[src/rtl/eewr_pkg.sv]
package eewr_pkg;
  localparam int PTR_W = 17;
  localparam logic [3:0] CTRL_CODE = 4'b1010;

  typedef enum logic [2:0] {
    ST_IDLE,
    ST_CTRL,
    ST_AHI,
    ST_ALO,
    ST_DATA,
    ST_SKIP
  } wr_state_e;
endpackage

[src/rtl/eewr_ctrl.sv]
module eewr_ctrl
  import eewr_pkg::*;
#(
  parameter int PAGE_AW = 6
) (
  input  logic                 clk,
  input  logic                 rst_n,
  input  logic                 ev_start,
  input  logic                 ev_stop,
  input  logic                 ev_byte,
  input  logic [7:0]           rx_byte,
  input  logic                 byte_partial,
  input  logic [1:0]           chip_sel_i,
  input  logic                 wp_i,
  input  logic                 busy_i,
  input  logic                 buf_any_i,
  output logic                 ack_o,
  output logic [PTR_W-1:0]     ptr_o,
  output logic                 buf_we_o,
  output logic                 buf_clr_o,
  output logic [PAGE_AW-1:0]   buf_idx_o,
  output logic                 commit_o
);
  wr_state_e          state_q, state_d;
  logic [PTR_W-1:0]   ptr_q, ptr_d;
  logic               ack_q, ack_d;
  logic               addr_hit;
  logic [PAGE_AW-1:0] idx_inc;

  assign addr_hit = (rx_byte[7:4] == CTRL_CODE) && (rx_byte[2:1] == chip_sel_i)
                    && !rx_byte[0] && !busy_i;
  assign idx_inc  = ptr_q[PAGE_AW-1:0] + 1'b1;

  always_comb begin
    state_d   = state_q;
    ptr_d     = ptr_q;
    ack_d     = ack_q;
    buf_we_o  = 1'b0;
    buf_clr_o = 1'b0;
    commit_o  = 1'b0;
    if (ev_start) begin
      state_d   = ST_CTRL;
      ack_d     = 1'b0;
      buf_clr_o = !busy_i;
    end else if (ev_stop) begin
      state_d = ST_IDLE;
      ack_d   = 1'b0;
      commit_o = (state_q == ST_DATA) && !byte_partial && buf_any_i
                 && !wp_i && !busy_i;
    end else if (ev_byte) begin
      unique case (state_q)
        ST_CTRL: begin
          ack_d = addr_hit;
          if (addr_hit) begin
            ptr_d   = {rx_byte[3], ptr_q[PTR_W-2:0]};
            state_d = ST_AHI;
          end else begin
            state_d = ST_SKIP;
          end
        end
        ST_AHI: begin
          ack_d       = 1'b1;
          ptr_d[15:8] = rx_byte;
          state_d     = ST_ALO;
        end
        ST_ALO: begin
          ack_d      = 1'b1;
          ptr_d[7:0] = rx_byte;
          state_d    = ST_DATA;
        end
        ST_DATA: begin
          ack_d    = 1'b1;
          buf_we_o = 1'b1;
          ptr_d    = {ptr_q[PTR_W-1:PAGE_AW], idx_inc};
        end
        default: ack_d = 1'b0;
      endcase
    end
  end

  always_ff @(posedge clk or negedge rst_n) begin
    if (!rst_n) begin
      state_q <= ST_IDLE;
      ptr_q   <= '0;
      ack_q   <= 1'b0;
    end else begin
      state_q <= state_d;
      ptr_q   <= ptr_d;
      ack_q   <= ack_d;
    end
  end

  assign ack_o     = ack_q;
  assign ptr_o     = ptr_q;
  assign buf_idx_o = ptr_q[PAGE_AW-1:0];
endmodule

[src/rtl/eewr_pagebuf.sv]
module eewr_pagebuf #(
  parameter int PAGE_AW = 6,
  parameter int DATA_W  = 8
) (
  input  logic               clk,
  input  logic               rst_n,
  input  logic               we,
  input  logic               clr,
  input  logic [PAGE_AW-1:0] widx,
  input  logic [DATA_W-1:0]  wdata,
  input  logic [PAGE_AW-1:0] ridx,
  output logic [DATA_W-1:0]  rdata,
  output logic               rvalid,
  output logic               any_valid
);
  localparam int PAGE_N = 1 << PAGE_AW;

  logic [DATA_W-1:0] slot_q [PAGE_N];
  logic [PAGE_N-1:0] slot_we;
  logic [PAGE_N-1:0] valid_q, valid_d;

  for (genvar i = 0; i < PAGE_N; i++) begin : g_slot_we
    assign slot_we[i] = we && (widx == PAGE_AW'(i));
  end

  always_comb begin
    if (clr) valid_d = '0;
    else     valid_d = valid_q | slot_we;
  end

  always_ff @(posedge clk or negedge rst_n) begin
    if (!rst_n) valid_q <= '0;
    else        valid_q <= valid_d;
  end

  always_ff @(posedge clk) begin
    for (int i = 0; i < PAGE_N; i++) begin
      if (slot_we[i]) slot_q[i] <= wdata;
    end
  end

  assign rdata     = slot_q[ridx];
  assign rvalid    = valid_q[ridx];
  assign any_valid = |valid_q;
endmodule

[src/rtl/eewr_commit_seq.sv]
module eewr_commit_seq #(
  parameter int PAGE_AW = 6,
  parameter int DATA_W  = 8,
  parameter int PTR_W   = 17
) (
  input  logic                     clk,
  input  logic                     rst_n,
  input  logic                     commit_i,
  input  logic [PTR_W-PAGE_AW-1:0] page_i,
  input  logic                     rd_valid_i,
  input  logic [DATA_W-1:0]        rd_data_i,
  output logic [PAGE_AW-1:0]       rd_idx_o,
  output logic                     busy_o,
  output logic                     wr_en_o,
  output logic [PTR_W-1:0]         wr_addr_o,
  output logic [DATA_W-1:0]        wr_data_o
);
  localparam int PG_W = PTR_W - PAGE_AW;
  localparam logic [PAGE_AW-1:0] IDX_LAST = {PAGE_AW{1'b1}};

  logic               busy_q, busy_d;
  logic [PAGE_AW-1:0] idx_q, idx_d;
  logic [PG_W-1:0]    page_q, page_d;
  logic               wen_q, wen_d;
  logic [PTR_W-1:0]   waddr_q;
  logic [DATA_W-1:0]  wdata_q;

  always_comb begin
    busy_d = busy_q;
    idx_d  = idx_q;
    page_d = page_q;
    wen_d  = 1'b0;
    if (busy_q) begin
      wen_d = rd_valid_i;
      idx_d = idx_q + 1'b1;
      if (idx_q == IDX_LAST) busy_d = 1'b0;
    end else if (commit_i) begin
      busy_d = 1'b1;
      idx_d  = '0;
      page_d = page_i;
    end
  end

  always_ff @(posedge clk or negedge rst_n) begin
    if (!rst_n) begin
      busy_q <= 1'b0;
      idx_q  <= '0;
      page_q <= '0;
      wen_q  <= 1'b0;
    end else begin
      busy_q <= busy_d;
      idx_q  <= idx_d;
      page_q <= page_d;
      wen_q  <= wen_d;
    end
  end

  always_ff @(posedge clk) begin
    if (busy_q) begin
      waddr_q <= {page_q, idx_q};
      wdata_q <= rd_data_i;
    end
  end

  assign rd_idx_o  = idx_q;
  assign busy_o    = busy_q;
  assign wr_en_o   = wen_q;
  assign wr_addr_o = waddr_q;
  assign wr_data_o = wdata_q;
endmodule

[src/rtl/eewr_frontend.sv]
module eewr_frontend
  import eewr_pkg::*;
#(
  parameter int PAGE_AW = 6
) (
  input  logic              clk,
  input  logic              rst_n,
  input  logic              ev_start,
  input  logic              ev_stop,
  input  logic              ev_byte,
  input  logic [7:0]        rx_byte,
  input  logic              byte_partial,
  input  logic [1:0]        chip_sel_i,
  input  logic              wp_i,
  output logic              ack_o,
  output logic              busy_o,
  output logic [PTR_W-1:0]  ptr_o,
  output logic              wr_en_o,
  output logic [PTR_W-1:0]  wr_addr_o,
  output logic [7:0]        wr_data_o
);
  logic [1:0]         rst_sync_q;
  logic               rst_core_n;
  logic               buf_we, buf_clr, buf_any, rd_valid, commit;
  logic [PAGE_AW-1:0] wr_idx, rd_idx;
  logic [7:0]         rd_data;

  always_ff @(posedge clk or negedge rst_n) begin
    if (!rst_n) rst_sync_q <= 2'b00;
    else        rst_sync_q <= {rst_sync_q[0], 1'b1};
  end
  assign rst_core_n = rst_sync_q[1];

  eewr_ctrl #(.PAGE_AW(PAGE_AW)) u_ctrl (
    .clk          (clk),
    .rst_n        (rst_core_n),
    .ev_start     (ev_start),
    .ev_stop      (ev_stop),
    .ev_byte      (ev_byte),
    .rx_byte      (rx_byte),
    .byte_partial (byte_partial),
    .chip_sel_i   (chip_sel_i),
    .wp_i         (wp_i),
    .busy_i       (busy_o),
    .buf_any_i    (buf_any),
    .ack_o        (ack_o),
    .ptr_o        (ptr_o),
    .buf_we_o     (buf_we),
    .buf_clr_o    (buf_clr),
    .buf_idx_o    (wr_idx),
    .commit_o     (commit)
  );

  eewr_pagebuf #(.PAGE_AW(PAGE_AW), .DATA_W(8)) u_buf (
    .clk       (clk),
    .rst_n     (rst_core_n),
    .we        (buf_we),
    .clr       (buf_clr),
    .widx      (wr_idx),
    .wdata     (rx_byte),
    .ridx      (rd_idx),
    .rdata     (rd_data),
    .rvalid    (rd_valid),
    .any_valid (buf_any)
  );

  eewr_commit_seq #(.PAGE_AW(PAGE_AW), .DATA_W(8), .PTR_W(PTR_W)) u_seq (
    .clk        (clk),
    .rst_n      (rst_core_n),
    .commit_i   (commit),
    .page_i     (ptr_o[PTR_W-1:PAGE_AW]),
    .rd_valid_i (rd_valid),
    .rd_data_i  (rd_data),
    .rd_idx_o   (rd_idx),
    .busy_o     (busy_o),
    .wr_en_o    (wr_en_o),
    .wr_addr_o  (wr_addr_o),
    .wr_data_o  (wr_data_o)
  );
endmodule

[config.mk]
export PLATFORM = sky130hd
export DESIGN_NAME = eewr_frontend
export DESIGN_NICKNAME = d
export VERILOG_FILES = /design/src/rtl/eewr_pkg.sv /design/src/rtl/eewr_ctrl.sv /design/src/rtl/eewr_pagebuf.sv /design/src/rtl/eewr_commit_seq.sv /design/src/rtl/eewr_frontend.sv
export SDC_FILE = /design/constraint.sdc
export NUM_CORES = 1
export LEC_CHECK = 0
export ABC_AREA = 1
export BUFFER_PORTS_ARGS = -buffer_cell sky130_fd_sc_hd__buf_2
export CELL_PAD_IN_SITES_DETAIL_PLACEMENT = 1
export CELL_PAD_IN_SITES_GLOBAL_PLACEMENT = 1
export CORE_ASPECT_RATIO = 1.75
export CORE_MARGIN = 5
export CORE_UTILIZATION = 40
export CTS_CLUSTER_DIAMETER = 100
export CTS_CLUSTER_SIZE = 14
export DETAILED_ROUTE_END_ITERATION = 8
export PLACE_DENSITY = 0.72
export SETUP_SLACK_MARGIN = 0.2
export SLEW_MARGIN = 5
export SYNTH_ARGS = -nofsm -noshare
export SYNTH_HDL_FRONTEND = slang
export SYNTH_SLANG_ARGS = --single-unit
[constraint.sdc]
create_clock -name clk -period 8 [get_ports clk]
set_input_delay 0 -clock clk [delete_from_list [all_inputs] [get_ports clk]]
set_output_delay 0 -clock clk [all_outputs]
set_load 0.03 [all_outputs]
==> results.sh <==
export IMPL_status="finished clean"
export IMPL_gp_congestion=0.880
export IMPL_wl_per_cell_um=24.5
export IMPL_die_area_mm2=0.0726
export IMPL_multi_input_area_mm2=0.00713
export IMPL_power_density_mw_per_mm2=225
export IMPL_cts_root_buf="clkbuf_16"
export IMPL_synth_most_common_cell="nand2_1"
export IMPL_worstPathRequired_ns=8.45
export IMPL_synth_yosys_seq_area_share_pct=70.0
export IMPL_post_cts_resized=0
export IMPL_cp_top_family="buffers and inverters"
export IMPL_setup_viol=0
export IMPL_crit_buf_inv=2
export IMPL_worstPathArrival_ns=4.41
export IMPL_yosys_warnings=0
export IMPL_slowest_stage="dfrtp_4"
export IMPL_grt_ovfl_total=0
export IMPL_grtUsageTotal_pct=22.5
export IMPL_endpoint_kind="flop"
export IMPL_grt_use_met3_pct=2.46
export IMPL_worst_pin_slew_ns=1.29
export IMPL_postRouteWirelength_um=82900
export IMPL_synth_area_top_cells="edfxtp_1 60%, dfrtp_1 9.9%, nand2_1 8.9%"
export IMPL_regArea_mm2=0.0188
export IMPL_core_area_mm2=0.0665
export IMPL_p_leak_nw=10.7
export IMPL_grtUsageMet1_pct=24.5
export IMPL_grt_max_degree=200
export IMPL_p_int_w=0.00501
export IMPL_synthArstFlopShare_pct=16.5
export IMPL_grt_pass1_vias=19700
export IMPL_busiest_layer="met2"
export IMPL_drtPass1Iterations=6
export IMPL_p_sw_share_pct=24.5
export IMPL_fin_area_mm2=0.0295
export IMPL_numCtsBuffers=51
export IMPL_worstHoldPathType="in2reg"
export IMPL_critical_path_max_fanout=199
export IMPL_min_period_ns=3.96
export IMPL_die_y_um=353
export IMPL_p_switching_w=0.00163
export IMPL_worstSkewPairLatency_ns=0.60
export IMPL_yosys_area_top_type="edfxtp_1"
export IMPL_synth_main_ff_cell="edfxtp_1"
export IMPL_synthesis_area_mm2=0.0268
export IMPL_final_core_util_pct=44.4
export IMPL_met2_usage_pct=42.5
export IMPL_synth_common_cells="633 x nand2_1, 537 x edfxtp_1, 395 x nand3_1, 261 x nor2_1, 106 x dfrtp_1"
export IMPL_power_w=0.00664
export IMPL_grt_pass1_wl_um=123000
export IMPL_ioPinCount=62
export IMPL_clockBufferDepth=3
export IMPL_slew_headroom_pct=13.5
export IMPL_synthDistinctLibCells=35
export IMPL_finClkSkew_ns=0.0110
export IMPL_area_growth_pct=9.89
export IMPL_fin_ws_ns=4.04
export IMPL_antenna_found_initial=1
export IMPL_synth_top_area_share_pct=60.1
export IMPL_die_x_um=206
export IMPL_path_common_cell="nand2_1"
export IMPL_syn_avg_cell_area_um2=11.0
export IMPL_clk_pin_slew_ns=0.07
export IMPL_initial_core_util_pct=40.4
export IMPL_syn_num_nets=2453
export IMPL_hold_viol=0
export IMPL_via_count=18700
export IMPL_cts_tree="built"
export IMPL_ys_ff_latch=643
export IMPL_path_class="reg2reg"
export IMPL_pre_cts_ws_ns=4.17
export IMPL_clkSinkCount=643
export IMPL_fmax_mhz=253
export IMPL_slowest_delay_ns=0.78
export IMPL_finalSetupTns_ns=0
export IMPL_critPathLaunchType="flop"
export IMPL_dr_first_iter_drc_count=1383
export IMPL_htree_levels=2
export IMPL_combPwrFrac_pct=8.4
export IMPL_hpwl_um=51600
export IMPL_rsz0062_at_grt="no"
export IMPL_dpl_cell_area_mm2=0.0278
export IMPL_nets=2468
export IMPL_ir_drop_uv=191
export IMPL_p_clk_share_pct=36.1
export IMPL_io_buffers=61
export IMPL_viasPerCell=5.54
export IMPL_synth_edff_count=537
export IMPL_crit_chain="buf_4 > buf_12 > o21ai_0 > o22ai_1 > nand2_1 > nand2_1 > nand2_1 > nand2_1 > nand3_1 > nand2_1"
export IMPL_seqPwrFrac_pct=55.4
export IMPL_fillCellCount=7173
export IMPL_drv_slew=0
export IMPL_drc=0
export IMPL_maxCapViolCount=0
export IMPL_ant_nets=0
export IMPL_drive_gt1_share_pct=8.88
export IMPL_row_count=125
export IMPL_post_route_period_util_pct=49.5
export IMPL_syn_inst=2431
[what timing repair did]
item / in CTS / in global routing
setup buffers: 0 / 0
hold buffers: 18 / 0
hold endpoints to repair: 129 / 0
[state kept, by name, summed over array words and instances (netlist names)]
name,count
u_seq.page_q,11
u_buf.slot_q,512
u_seq.wr_addr_o,17
u_seq.busy_o,1
u_seq.wr_en_o,1
u_ctrl.ack_o,1
u_seq.rd_idx_o,6
u_ctrl.ptr_o,17
u_buf.valid_q,64
rst_sync_q,2
u_ctrl.state_q,3
u_seq.wr_data_o,8
[per-stage QoR]
step,std cells,hold WS [ns]
6_report,3378,0.0325
5_1_grt,3377,0.0400
4_1_cts,3377,0.0380
3_5_place_dp,3264,-0.213
3_3_place_gp,3264,-0.214
2_1_floorplan,2431,-0.296
[worst reg2reg max path, cell delays in order (launching register included)]
cell	delay, ns
dfrtp_4	0.78
buf_4	0.71
buf_12	0.72
o21ai_0	0.47
o22ai_1	0.24
nand2_1	0.08
nand2_1	0.09
nand2_1	0.13
nand2_1	0.11
nand3_1	0.30
nand2_1	0.20
[power groups by stage]
| stage | registers [W] | logic (W) | clock network (W) |
|---|---|---|---|
| floorplan | 0.00376 | 0.000349 | 0 |
| global route | 0.00368 | 0.000610 | 0.00257 |
| finish | 0.00368 | 0.000558 | 0.00240 |
| detailed placement | 0.00376 | 0.000552 | 0 |
| CTS | 0.00368 | 0.000561 | 0.00244 |
| global placement | 0.00375 | 0.000534 | 0 |
[area by class of cell]
cell class / instances / share of cell area [%]
flip-flops and latches: 643 / 63.7
multi-input cells: 1574 / 24.2
clock buffers: 95 / 5.03
well taps: 889 / 3.77
repair buffers: 105 / 2.35
inverters: 71 / 0.950
diodes: 1 / 0.00849
[final timing paths]
| path | slack [ns] | to | from | cells after the start |
|---|---|---|---|---|
| min | 0.03 | u_buf.slot_q[32][2] | rx_byte[2] | 2 |
| max in group asynchronous | 6.26 | u_seq.rd_idx_o[0] | rst_sync_q[1] | 1 |
| min reg2reg | 0.35 | rst_sync_q[1] | rst_sync_q[0] | 0 |
| max | 4.04 | u_seq.wr_data_o[5] | u_seq.rd_idx_o[0] | 10 |
| min in group asynchronous | 0.24 | rst_sync_q[1] | rst_n | 3 |
| max reg2reg | 4.04 | u_seq.wr_data_o[5] | u_seq.rd_idx_o[0] | 10 |
[placed cells by master, fill, tap and decap left out, types with 3 or more instances in the layout]
| cell | instances |
|---|---|
| o22ai_1 | 27 |
| dfrtp_4 | 3 |
| clkbuf_1 | 42 |
| o211ai_1 | 4 |
| nand4_1 | 9 |
| nor3_1 | 6 |
| edfxtp_1 | 537 |
| clkbuf_16 | 53 |
| nand2_1 | 633 |
| o21ai_1 | 12 |
| nor2_4 | 8 |
| a21oi_1 | 46 |
| buf_2 | 61 |
| xor2_1 | 3 |
| buf_4 | 25 |
| nor2_2 | 45 |
| dfrtp_1 | 101 |
| nand3_1 | 395 |
| o21ai_0 | 102 |
| ha_1 | 5 |
| nand3_4 | 9 |
| dlygate4sd3_1 | 18 |
| inv_2 | 6 |
| nor2_1 | 260 |
| inv_1 | 61 |
[per-layer routing]
metal  routed length [um]  vias up
met5                    0        -
met4                 4900        0
met3                 3320      179
met2                45200      530
met1                29500     9607
li1                     -     8382
[kinds of logic after synthesis]
kind of cell | after synthesis | synth area share [%]
muxes | 1 | 0.0420
and+or+nand+nor | 1370 | 22.3
buffers and inverters | 214 | 3.50
AOI/OAI and AO/OA | 194 | 3.81
DFF | 643 | 70.0
adders and majority gates | 5 | 0.233
other | 1 | 0.0140
xor gates and xnor gates | 3 | 0.0979
No activity file was read; power rests on OpenSTA's default activity.
